### src/rtl/bseq_pkg.sv
package bseq_pkg;

  typedef enum logic [2:0] {
    CMD_NOP  = 3'd0,
    CMD_MRS  = 3'd1,
    CMD_RD   = 3'd2,
    CMD_WR   = 3'd3,
    CMD_TERM = 3'd4,
    CMD_PRE  = 3'd5
  } cmd_e;

  typedef struct packed {
    logic       full;  // full-page burst
    logic [1:0] lg;    // log2 of burst length
    logic       ilv;   // interleaved order
    logic       cl3;   // latency 3 when set, else 2
  } mode_t;

  localparam int LEN_LSB  = 0;
  localparam int TYPE_BIT = 3;
  localparam int LAT_LSB  = 4;
  localparam int RSVD_LSB = 7;

  localparam int MIN_LAT  = 2;
  localparam int MAX_LAT  = 3;

  localparam mode_t MODE_RST = '{full: 1'b0, lg: 2'd0, ilv: 1'b0, cl3: 1'b0};

endpackage

### src/rtl/bseq_mode_reg.sv
module bseq_mode_reg
  import bseq_pkg::*;
#(
  parameter int ADDR_W = 12,
  parameter int BA_W   = 2
) (
  input  logic              clk,
  input  logic              rst_n,
  input  logic              load_i,
  input  logic [ADDR_W-1:0] addr_i,
  input  logic [BA_W-1:0]   ba_i,
  output mode_t             mode_o,
  output logic              err_o
);

  logic [2:0] len_f;
  logic [2:0] lat_f;
  mode_t      dec;
  mode_t      mode_n;
  logic       bad;
  logic       err_n;

  always_comb begin
    len_f   = addr_i[LEN_LSB +: 3];
    lat_f   = addr_i[LAT_LSB +: 3];
    dec     = MODE_RST;
    dec.ilv = addr_i[TYPE_BIT];
    bad     = 1'b0;
    case (len_f)
      3'b000:  dec.lg = 2'd0;
      3'b001:  dec.lg = 2'd1;
      3'b010:  dec.lg = 2'd2;
      3'b011:  dec.lg = 2'd3;
      3'b111:  dec.full = 1'b1;
      default: bad = 1'b1;
    endcase
    if (dec.full && dec.ilv) bad = 1'b1;
    case (lat_f)
      3'b010:  dec.cl3 = 1'b0;
      3'b011:  dec.cl3 = 1'b1;
      default: bad = 1'b1;
    endcase
    if ((|addr_i[ADDR_W-1:RSVD_LSB]) || (|ba_i)) bad = 1'b1;
    mode_n = (load_i && !bad) ? dec : mode_o;
    err_n  = load_i && bad;
  end

  always_ff @(posedge clk or negedge rst_n) begin
    if (!rst_n) begin
      mode_o <= MODE_RST;
      err_o  <= 1'b0;
    end else begin
      mode_o <= mode_n;
      err_o  <= err_n;
    end
  end


  reserved_hold_chk: assert property (@(posedge clk) disable iff (!rst_n)
    err_o |-> (mode_o == $past(mode_o)));


  err_src_chk: assert property (@(posedge clk) disable iff (!rst_n)
    err_o |-> $past(load_i));

endmodule

### src/rtl/bseq_col_gen.sv
module bseq_col_gen
  import bseq_pkg::*;
#(
  parameter int COL_W = 10
) (
  input  logic [COL_W-1:0] start_i,
  input  logic [COL_W-1:0] cnt_i,
  input  mode_t            mode_i,
  output logic [COL_W-1:0] col_o,
  output logic             last_o
);

  logic [COL_W-1:0] mask;
  logic [COL_W-1:0] step;

  always_comb begin
    mask   = mode_i.full ? {COL_W{1'b1}} : ~({COL_W{1'b1}} << mode_i.lg);
    step   = mode_i.ilv ? (start_i ^ cnt_i) : (start_i + cnt_i);
    col_o  = (start_i & ~mask) | (step & mask);
    last_o = !mode_i.full && (cnt_i == mask);
  end

endmodule

### src/rtl/bseq_rd_pipe.sv
module bseq_rd_pipe
  import bseq_pkg::*;
#(
  parameter int NSTG  = MAX_LAT - 1,
  localparam int SEL_W = (NSTG > 1) ? $clog2(NSTG) : 1
) (
  input  logic             clk,
  input  logic             rst_n,
  input  logic             beat_i,
  input  logic             mask_q_i,
  input  logic [SEL_W-1:0] sel_i,
  output logic             valid_o
);

  logic [NSTG-1:0] stg_q;
  logic            mask2_q;

  for (genvar g = 0; g < NSTG; g++) begin : g_stage
    logic d;
    if (g == 0) begin : g_head
      assign d = beat_i;
    end else begin : g_tail
      assign d = stg_q[g-1];
    end
    always_ff @(posedge clk or negedge rst_n) begin
      if (!rst_n) stg_q[g] <= 1'b0;
      else        stg_q[g] <= d;
    end
  end

  always_ff @(posedge clk or negedge rst_n) begin
    if (!rst_n) mask2_q <= 1'b0;
    else        mask2_q <= mask_q_i;
  end

  assign valid_o = stg_q[sel_i] & ~mask2_q;

endmodule

### src/rtl/sdram_burst_seq.sv
module sdram_burst_seq
  import bseq_pkg::*;
#(
  parameter int COLS   = 1024,
  parameter int ADDR_W = 12,
  parameter int BA_W   = 2,
  localparam int COL_W = $clog2(COLS)
) (
  input  logic              clk,
  input  logic              rst_n,
  input  logic [2:0]        cmd_i,
  input  logic [ADDR_W-1:0] addr_i,
  input  logic [BA_W-1:0]   ba_i,
  input  logic              dqm_i,
  output logic [COL_W-1:0]  col_o,
  output logic              col_valid_o,
  output logic              wr_en_o,
  output logic              rd_valid_o,
  output logic              mode_err_o
);

  // reset: asserted asynchronously, released on the clock
  logic [1:0] rs_q;
  logic       srst_n;

  always_ff @(posedge clk or negedge rst_n) begin
    if (!rst_n) rs_q <= 2'b00;
    else        rs_q <= {rs_q[0], 1'b1};
  end
  assign srst_n = rs_q[1];

  // command decode
  logic is_rd, is_wr, is_mrs, start_rw, stop;
  always_comb begin
    is_rd    = (cmd_i == CMD_RD);
    is_wr    = (cmd_i == CMD_WR);
    is_mrs   = (cmd_i == CMD_MRS);
    start_rw = is_rd | is_wr;
    stop     = (cmd_i == CMD_TERM) | (cmd_i == CMD_PRE);
  end

  mode_t mode_q;

  bseq_mode_reg #(.ADDR_W(ADDR_W), .BA_W(BA_W)) u_mode (
    .clk    (clk),
    .rst_n  (srst_n),
    .load_i (is_mrs),
    .addr_i (addr_i),
    .ba_i   (ba_i),
    .mode_o (mode_q),
    .err_o  (mode_err_o)
  );

  // burst state
  logic             act_q,   act_n;
  logic             wr_q,    wr_n;
  logic [COL_W-1:0] start_q, start_n;
  logic [COL_W-1:0] cnt_q,   cnt_n;
  logic             dqm_q;
  logic             last;
  logic             st_en;

  bseq_col_gen #(.COL_W(COL_W)) u_col (
    .start_i (start_q),
    .cnt_i   (cnt_q),
    .mode_i  (mode_q),
    .col_o   (col_o),
    .last_o  (last)
  );

  always_comb begin
    st_en   = start_rw | stop | act_q;
    act_n   = act_q;
    wr_n    = wr_q;
    start_n = start_q;
    cnt_n   = cnt_q;
    if (start_rw) begin
      act_n   = 1'b1;
      wr_n    = is_wr;
      start_n = addr_i[COL_W-1:0];
      cnt_n   = '0;
    end else if (stop) begin
      act_n = 1'b0;
    end else if (act_q) begin
      if (last) act_n = 1'b0;
      else      cnt_n = cnt_q + 1'b1;
    end
  end

  always_ff @(posedge clk or negedge srst_n) begin
    if (!srst_n) begin
      act_q   <= 1'b0;
      wr_q    <= 1'b0;
      start_q <= '0;
      cnt_q   <= '0;
    end else if (st_en) begin
      act_q   <= act_n;
      wr_q    <= wr_n;
      start_q <= start_n;
      cnt_q   <= cnt_n;
    end
  end

  always_ff @(posedge clk or negedge srst_n) begin
    if (!srst_n) dqm_q <= 1'b0;
    else         dqm_q <= dqm_i;
  end

  assign col_valid_o = act_q;
  assign wr_en_o     = act_q & wr_q & ~dqm_q;

  bseq_rd_pipe #(.NSTG(MAX_LAT - 1)) u_rd (
    .clk      (clk),
    .rst_n    (srst_n),
    .beat_i   (act_q & ~wr_q),
    .mask_q_i (dqm_q),
    .sel_i    (mode_q.cl3),
    .valid_o  (rd_valid_o)
  );


  wr_beat_chk: assert property (@(posedge clk) disable iff (!srst_n)
    wr_en_o |-> col_valid_o);


  burst_len_chk: assert property (@(posedge clk) disable iff (!srst_n)
    $past(col_valid_o && last && !start_rw) |-> !col_valid_o);


  stop_chk: assert property (@(posedge clk) disable iff (!srst_n)
    $past(stop && !start_rw) |-> !col_valid_o);


  restart_chk: assert property (@(posedge clk) disable iff (!srst_n)
    $past(start_rw) |-> (col_valid_o && (col_o == $past(addr_i[COL_W-1:0]))));


  rd_lat2_chk: assert property (@(posedge clk) disable iff (!srst_n)
    (rd_valid_o && !mode_q.cl3) |-> $past(col_valid_o && !wr_q));


  rd_lat3_chk: assert property (@(posedge clk) disable iff (!srst_n)
    (rd_valid_o && mode_q.cl3) |-> $past(col_valid_o && !wr_q, 2));

endmodule

### config.mk
export PLATFORM = sky130hd
export DESIGN_NAME = sdram_burst_seq
export DESIGN_NICKNAME = d
export VERILOG_FILES = /design/src/rtl/bseq_pkg.sv /design/src/rtl/bseq_mode_reg.sv /design/src/rtl/bseq_col_gen.sv /design/src/rtl/bseq_rd_pipe.sv /design/src/rtl/sdram_burst_seq.sv
export SDC_FILE = /design/constraint.sdc
export NUM_CORES = 1
export LEC_CHECK = 0
export CAP_MARGIN = 20
export CORE_UTILIZATION = 45
export CTS_BUF_LIST = sky130_fd_sc_hd__clkbuf_8 sky130_fd_sc_hd__clkbuf_16
export CTS_CLUSTER_SIZE = 28
export DETAILED_ROUTE_END_ITERATION = 8
export PLACE_DENSITY = 0.68
export SLEW_MARGIN = 20
export SYNTH_ARGS = -nofsm -noshare
export SYNTH_HDL_FRONTEND = slang
export SYNTH_HIERARCHICAL = 1
export SYNTH_SLANG_ARGS = --single-unit
### constraint.sdc
create_clock -name clk -period 4.36 [get_ports clk]
set_clock_uncertainty 0.15 [all_clocks]
set_input_delay 0.872 -clock clk [delete_from_list [all_inputs] [get_ports clk]]
set_output_delay 0.872 -clock clk [all_outputs]
set_load 0.005 [all_outputs]
### After elaboration in Yosys (flattened, before gate mapping)

Index checks and enable logic that the tools add are counted.

| word-level totals | value |
|---|---|
| register bits after elaboration | 34 |
| bits in latches | 0 |
| memory bits (writable) | 0 |
| memory bits (read-only) | 0 |
| input bits | 20 |
| output and inout bits | 14 |
| memories kept | 0 |

| operators by class | value |
|---|---|
| add/sub/neg operators | 2 |
| multiply operators | 0 |
| divide/modulo/power cells | 0 |
| $lt $le $gt $ge | 1 |
| eq/ne operators | 14 |
| shift operators | 1 |
| multiplexer cells | 19 |
| bitwise logic cells | 17 |
| reduce and logical (&&, ||, !) cells | 15 |

Operators by type and width:

| cell | count |
|---|---|
| $mux W10 | 6 |
| $and A10 B10 Y10 | 2 |
| $not A10 Y10 | 2 |
| $eq A3 B2 Y1 const B | 6 |
| $mux W1 | 12 |
| $add A10 B1 Y10 const B | 1 |
| $add A10 B10 Y10 | 1 |
| $eq A10 B10 Y1 | 1 |
| $or A10 B10 Y10 | 1 |
| $reduce_or A5 Y1 | 2 |
| $shl A10 B2 Y10 const A | 1 |
| $xor A10 B10 Y10 | 1 |
| $eq A3 B3 Y1 const B | 3 |
| $eq A3 B1 Y1 const B | 2 |
| $pmux W2 S3 | 1 |
| $and A1 B1 Y1 | 4 |
| $logic_and A1 B1 Y1 | 4 |
| $ne A2 B2 Y1 const B | 2 |
| $or A1 B1 Y1 | 4 |
| $reduce_and A4 Y1 | 1 |
| $reduce_or A2 Y1 | 2 |
| $logic_not A3 Y1 | 1 |
| $not A1 Y1 | 3 |
| $logic_not A1 Y1 | 2 |
| 4 further kinds | 4 |

### Longest topological paths before layout

| logic depth | value |
|---|---|
| depth in word-level cells | 9 |
| gate-level depth with buffers | 10 |

### Cells and area by module

Netlist, hierarchy kept.

Modules (own cells, without submodules):

| module | times used | cells an instance | area an instance (um2) | seq. area each (um2) |
|---|---|---|---|---|
| sdram_burst_seq | 1 | 120 | 1133.6 | 625.6 |
| bseq_col_gen | 1 | 107 | 699.4 | 0.0 |
| bseq_mode_reg | 1 | 22 | 290.3 | 150.1 |
| bseq_rd_pipe | 1 | 5 | 88.8 | 75.1 |

### Least setup slack after synthesis

OpenSTA, ideal clock, no wires.

| path | value |
|---|---|
| path kind | register to output |
| start point | reg cnt_q[0] |
| end point | out col_o[8] |
| arrival time | 1847 ps |
| data required time | 3338 ps |
| path slack | 1491 ps |
| stages on the path, launching flop included | 8 |
| path buffers | 0 |
| cells stage by stage | dfrtp_1 -> ha_1 -> fa_1 -> a21o_1 -> a21oi_2 -> o31ai_2 -> mux2i_1 -> a311o_1 |

| on the way | value |
|---|---|
| cells in the longest elaborated chain, start to end | 4 |

RTL lines:

| what | RTL line | source |
|---|---|---|
| start, declared | sdram_burst_seq.sv:58 | `logic [COL_W-1:0] cnt_q, cnt_n;` |
| start signal, assigned | sdram_burst_seq.sv:100 | `cnt_q <= cnt_n;` |
| $add A10 B10 Y10 | bseq_col_gen.sv:18 | `step = mode_i.ilv ? (start_i ^ cnt_i) : (start_i + cnt_i);` |
| $mux W10 | bseq_col_gen.sv:18 |  |
| $and A10 B10 Y10 | bseq_col_gen.sv:19 | `col_o = (start_i & ~mask) \| (step & mask);` |
| $or A10 B10 Y10 | bseq_col_gen.sv:19 |  |
| end, declared | sdram_burst_seq.sv:15 | `output logic [COL_W-1:0] col_o,` |

No other way between the ends.

### Worst setup path in the final report

Ends and elaborated chain as after synthesis.

==> insert_results.sql <==
INSERT INTO impl_metrics (metric_group, metric, value, unit) VALUES
('outcome', 'status', 'finished clean', ''),
('logic_synthesis', 'yosysTopAreaCellShare', '38.46', '%'),
('sta', 'grt_setup_unrepaired', 'false', ''),
('power', 'p_leak', '1.213', 'nW'),
('setup_path', 'timing.critical_path.buf_inv', '1', ''),
('setup_path', 'critical_path_data_arrival_time', '2.71', 'ns'),
('logic_synthesis', 'synthCells', '254', ''),
('sta', 'setup_total_negative_slack', '0', 'ns'),
('placement', 'post-dp-hpwl', '3.573', 'mm'),
('clock_network', 'deepest_clock_path_buffer_count', '2', ''),
('setup_path', 'required', '3.34', 'ns'),
('clock_network', 'post_cts_hold_buffer_count', '0', ''),
('placement', 'placer_congestion', '0.8226', ''),
('logic_synthesis', 'synth_nets', '285', ''),
('sta', 'final_worst_path_period_share', '85.70', '%'),
('logic_synthesis', 'yosys_warn_count', '6', ''),
('clock_network', 'cts.root.buffer_cell', 'sky130_fd_sc_hd__clkbuf_8', ''),
('grt', 'top_usage_layer', 'met2', ''),
('sta', 'fin_ws', '0.6234', 'ns'),
('job', 'maxCapViolCount', '0', ''),
('logic_synthesis', 'leading_cell_types_by_total_area_after_synthesis', 'sky130_fd_sc_hd__dfrtp_1 (38%), sky130_fd_sc_hd__nand2_1 (9.0%), sky130_fd_sc_hd__ha_1 (5.7%), sky130_fd_sc_hd__a21oi_1 (4.1%), sky130_fd_sc_hd__nor2_1 (4.1%)', ''),
('setup_path', 'worst-r2r-setup-slack', '1.80', 'ns'),
('min_path', 'hold_path.class', 'flip-flop to asynchronous set/reset pin', ''),
('logic_synthesis', 'syn_avg_cell_area', '8.709', 'sq um'),
('die', 'design.core.area', '4723', 'sq um'),
('placement', 'io_buffer_count', '33', ''),
('layout', 'seqCellArea', '850.8', 'sq um'),
('sta', 'max_freq', '267.6', 'MHz'),
('power', 'p_per_area', '313.1', 'nW/um^2'),
('layout', 'final_design_area_no_fill', '2688', 'sq um'),
('sta', 'worst-slew-pin-transition', '0.5524', 'ns'),
('grt', 'track_usage', '20.80', '%'),
('grt', 'overflow', '0', ''),
('sta', 'report.final.setup_viol', '0', ''),
('die', 'fp.dieW', '72.11', 'um'),
('setup_path', 'cpPeakStageDelay', '0.47', 'ns'),
('setup_path', 'crit_type', 'flip-flop to output pin', ''),
('layout', 'design.final.nets', '320', ''),
('setup_path', 'worstSetupStartpointType', 'flip-flop', ''),
('placement', 'placement.setup.worst_slack', '0.9373', 'ns'),
('grt', 'grt.met1_usage', '28.71', '%'),
('grt', 'number_of_antenna_violations_at_the_first_check_in_global_routing', '0', ''),
('route', 'drt_first_iter_violations', '113', ''),
('die', 'placementRows', '25', ''),
('sta', 'hold_viol_final', '0', ''),
('grt', 'groute.layer.met3.usage', '4.583', '%'),
('power', 'vdd.ir_drop.worst', '198.3', 'uV'),
('placement', 'placed_area', '2596', 'sq um'),
('sta', 'maxSlewViolCount', '0', ''),
('clock_network', 'tritoncts', 'built', ''),
('logic_synthesis', 'netlist_area', '2212', 'sq um'),
('logic_synthesis', 'number_of_enable_flip_flop_cells_after_synthesis', '0', ''),
('layout', 'area.growth.synth_to_final', '21.49', '%'),
('logic_synthesis', 'ys_dominant_reg_cell', 'sky130_fd_sc_hd__dfrtp_1', ''),
('logic_synthesis', 'synth.largest_area_cell', 'sky130_fd_sc_hd__dfrtp_1', ''),
('route', 'route.antenna.remaining_nets', '0', ''),
('sta', 'holdWs', '0.1253', 'ns'),
('clock_network', 'ctsHtreeMaxLevel', '2', ''),
('sta', 'period_needed', '3.737', 'ns'),
('layout', 'ant_diodes', '0', ''),
('route', 'total_routed_length', '4.819', 'mm'),
('grt', 'grt_pass1_wl', '8.328', 'mm'),
('setup_path', 'crit_path_end_kind', 'output pin', ''),
('layout', 'multi_input_area', '1297', 'sq um'),
('clock_network', 'post_cts.resized_instances', '0', ''),
('logic_synthesis', 'synth.lib_cells_used.distinct', '54', ''),
('grt', 'grt.met2_usage', '32.40', '%'),
('clock_network', 'tritoncts.num_buffers', '5', ''),
('clock_network', 'numClockSinks', '34', ''),
('route', 'post_drt_wl_per_cell', '13.50', 'um'),
('clock_network', 'post-cts-setup-buffers', '0', '');
[synthesized netlist by cell type (2+ instances only)]
master and number:
sky130_fd_sc_hd__clkbuf_1 2, sky130_fd_sc_hd__nor3_1 4, sky130_fd_sc_hd__nor2_1 24, sky130_fd_sc_hd__o21ai_0 8
sky130_fd_sc_hd__nand3_1 8, sky130_fd_sc_hd__a21oi_1 18, sky130_fd_sc_hd__nor4_1 3, sky130_fd_sc_hd__buf_6 2
sky130_fd_sc_hd__and4_2 2, sky130_fd_sc_hd__nand2b_1 2, sky130_fd_sc_hd__ha_1 10, sky130_fd_sc_hd__buf_2 3
sky130_fd_sc_hd__xnor2_1 6, sky130_fd_sc_hd__nor2b_1 10, sky130_fd_sc_hd__nand2_1 53, sky130_fd_sc_hd__and2_1 3
sky130_fd_sc_hd__nand4_1 5, sky130_fd_sc_hd__a31oi_1 2, sky130_fd_sc_hd__o211ai_1 4, sky130_fd_sc_hd__nor3b_1 2
sky130_fd_sc_hd__mux2_2 6, sky130_fd_sc_hd__a21o_1 2, sky130_fd_sc_hd__dfrtp_1 34, sky130_fd_sc_hd__mux2i_1 3
sky130_fd_sc_hd__inv_1 3, sky130_fd_sc_hd__a31o_2 2, sky130_fd_sc_hd__and3_1 3, sky130_fd_sc_hd__xor2_1 4
[path summary, 6_finish.rpt]
path	from	endpoint	cells after the start
worst min register to register	rs_q[1]	u_mode/mode_o[0]	1
worst max-delay path	cnt_q[0]	col_o[8]	8
max in group asynchronous	rst_n	rs_q[0]	1
worst max register to register	u_mode/mode_o[4]	cnt_q[7]	9
worst min-delay path	rs_q[1]	u_mode/mode_o[0]	1
min in group clk	rs_q[0]	rs_q[1]	0
[cells in the final DEF, fill, tap and decap left out, drive strengths merged, types with 3 or more instances in the layout]
master | Yosys | final
nand2b | 3 | 3
inv | 3 | 4
buf | 6 | 3
o211ai | 4 | 4
dfrtp | 34 | 34
and2 | 3 | 3
nand3 | 10 | 10
nor2b | 10 | 10
a21oi | 19 | 19
xor2 | 4 | 4
nand4 | 5 | 5
mux2i | 3 | 3
nand2 | 53 | 53
ha | 10 | 10
o21ai | 8 | 8
nor2 | 24 | 24
nor3 | 4 | 4
and4 | 3 | 3
and3 | 3 | 3
nor4 | 3 | 3
clkdlybuf4s50 | 0 | 33
mux2 | 6 | 6
clkbuf | 2 | 6
xnor2 | 6 | 6
[power by group]
part	switching (W)	internal, W	total (W)
Clock	0.000109	0.000125	0.000234
Sequential	0.0000396	0.000344	0.000384
Combinational	0.000111	0.000113	0.000224
Total	0.000259	0.000582	0.000842
[layout make-up]
class | count | share of cell area [%]
clock inverters | 2 | 0.3259
repair buffers | 36 | 13.13
flip-flops and latches | 34 | 31.66
clock buffers | 6 | 3.073
inverters | 3 | 0.4190
well taps | 67 | 3.119
multi-input cells | 209 | 48.28
[cells by family (layout without fill, tap and decap cells)]
family                     count (synthesis)  count (layout)  share of synthesized area (%)
buffers and inverters                     11              47                          2.885
AOI/OAI and AO/OA                         48              48                          13.92
other                                      1               1                         0.1695
xor gates and xnor gates                  10              10                          3.959
muxes                                      9               9                          4.412
DFF                                       34              34                          38.46
and+or+nand+nor                          129             129                          29.13
adders and majority gates                 12              12                          7.070
[metrics by stage]
| stage | total power (W) | utilization [%] | cells |
|---|---|---|---|
| 6_report | 0.0008415 | 56.90 | 357 |
| 5_1_grt | 0.0009009 | 56.90 | 357 |
| 4_1_cts | 0.0008498 | 56.90 | 357 |
| 3_5_place_dp | 0.0006114 | 54.97 | 349 |
| 3_3_place_gp | 0.0006059 | 54.97 | 349 |
| 2_1_floorplan | 0.0005264 | - | 254 |
[worst register-to-register path: stages (launching register included)]
cell and delay (ns):
sky130_fd_sc_hd__dfrtp_1 0.36, sky130_fd_sc_hd__buf_4 0.21, sky130_fd_sc_hd__nor2_1 0.19, sky130_fd_sc_hd__o31ai_1 0.10
sky130_fd_sc_hd__a22oi_1 0.23, sky130_fd_sc_hd__nor2_1 0.12, sky130_fd_sc_hd__nor2b_1 0.43, sky130_fd_sc_hd__maj3_2 0.37
sky130_fd_sc_hd__a21oi_1 0.07, sky130_fd_sc_hd__a31o_2 0.21
[sequential cells by signal, indices dropped and copies added (netlist names)]
register        flops
u_rd/stg_q          1
dqm_q               1
u_rd/mask2_q        1
rs_q                2
u_mode/err_o        1
cnt_q              10
wr_q                1
u_rd/g_stage.d      1
start_q            10
col_valid_o         1
u_mode/mode_o       5
[metal layers]
metal,wire [um],vias up
li1,-,981
met1,2429,901
met2,2194,30
met3,144,6
met4,51,0
met5,0,-
(Power assumes the default switching activity.)
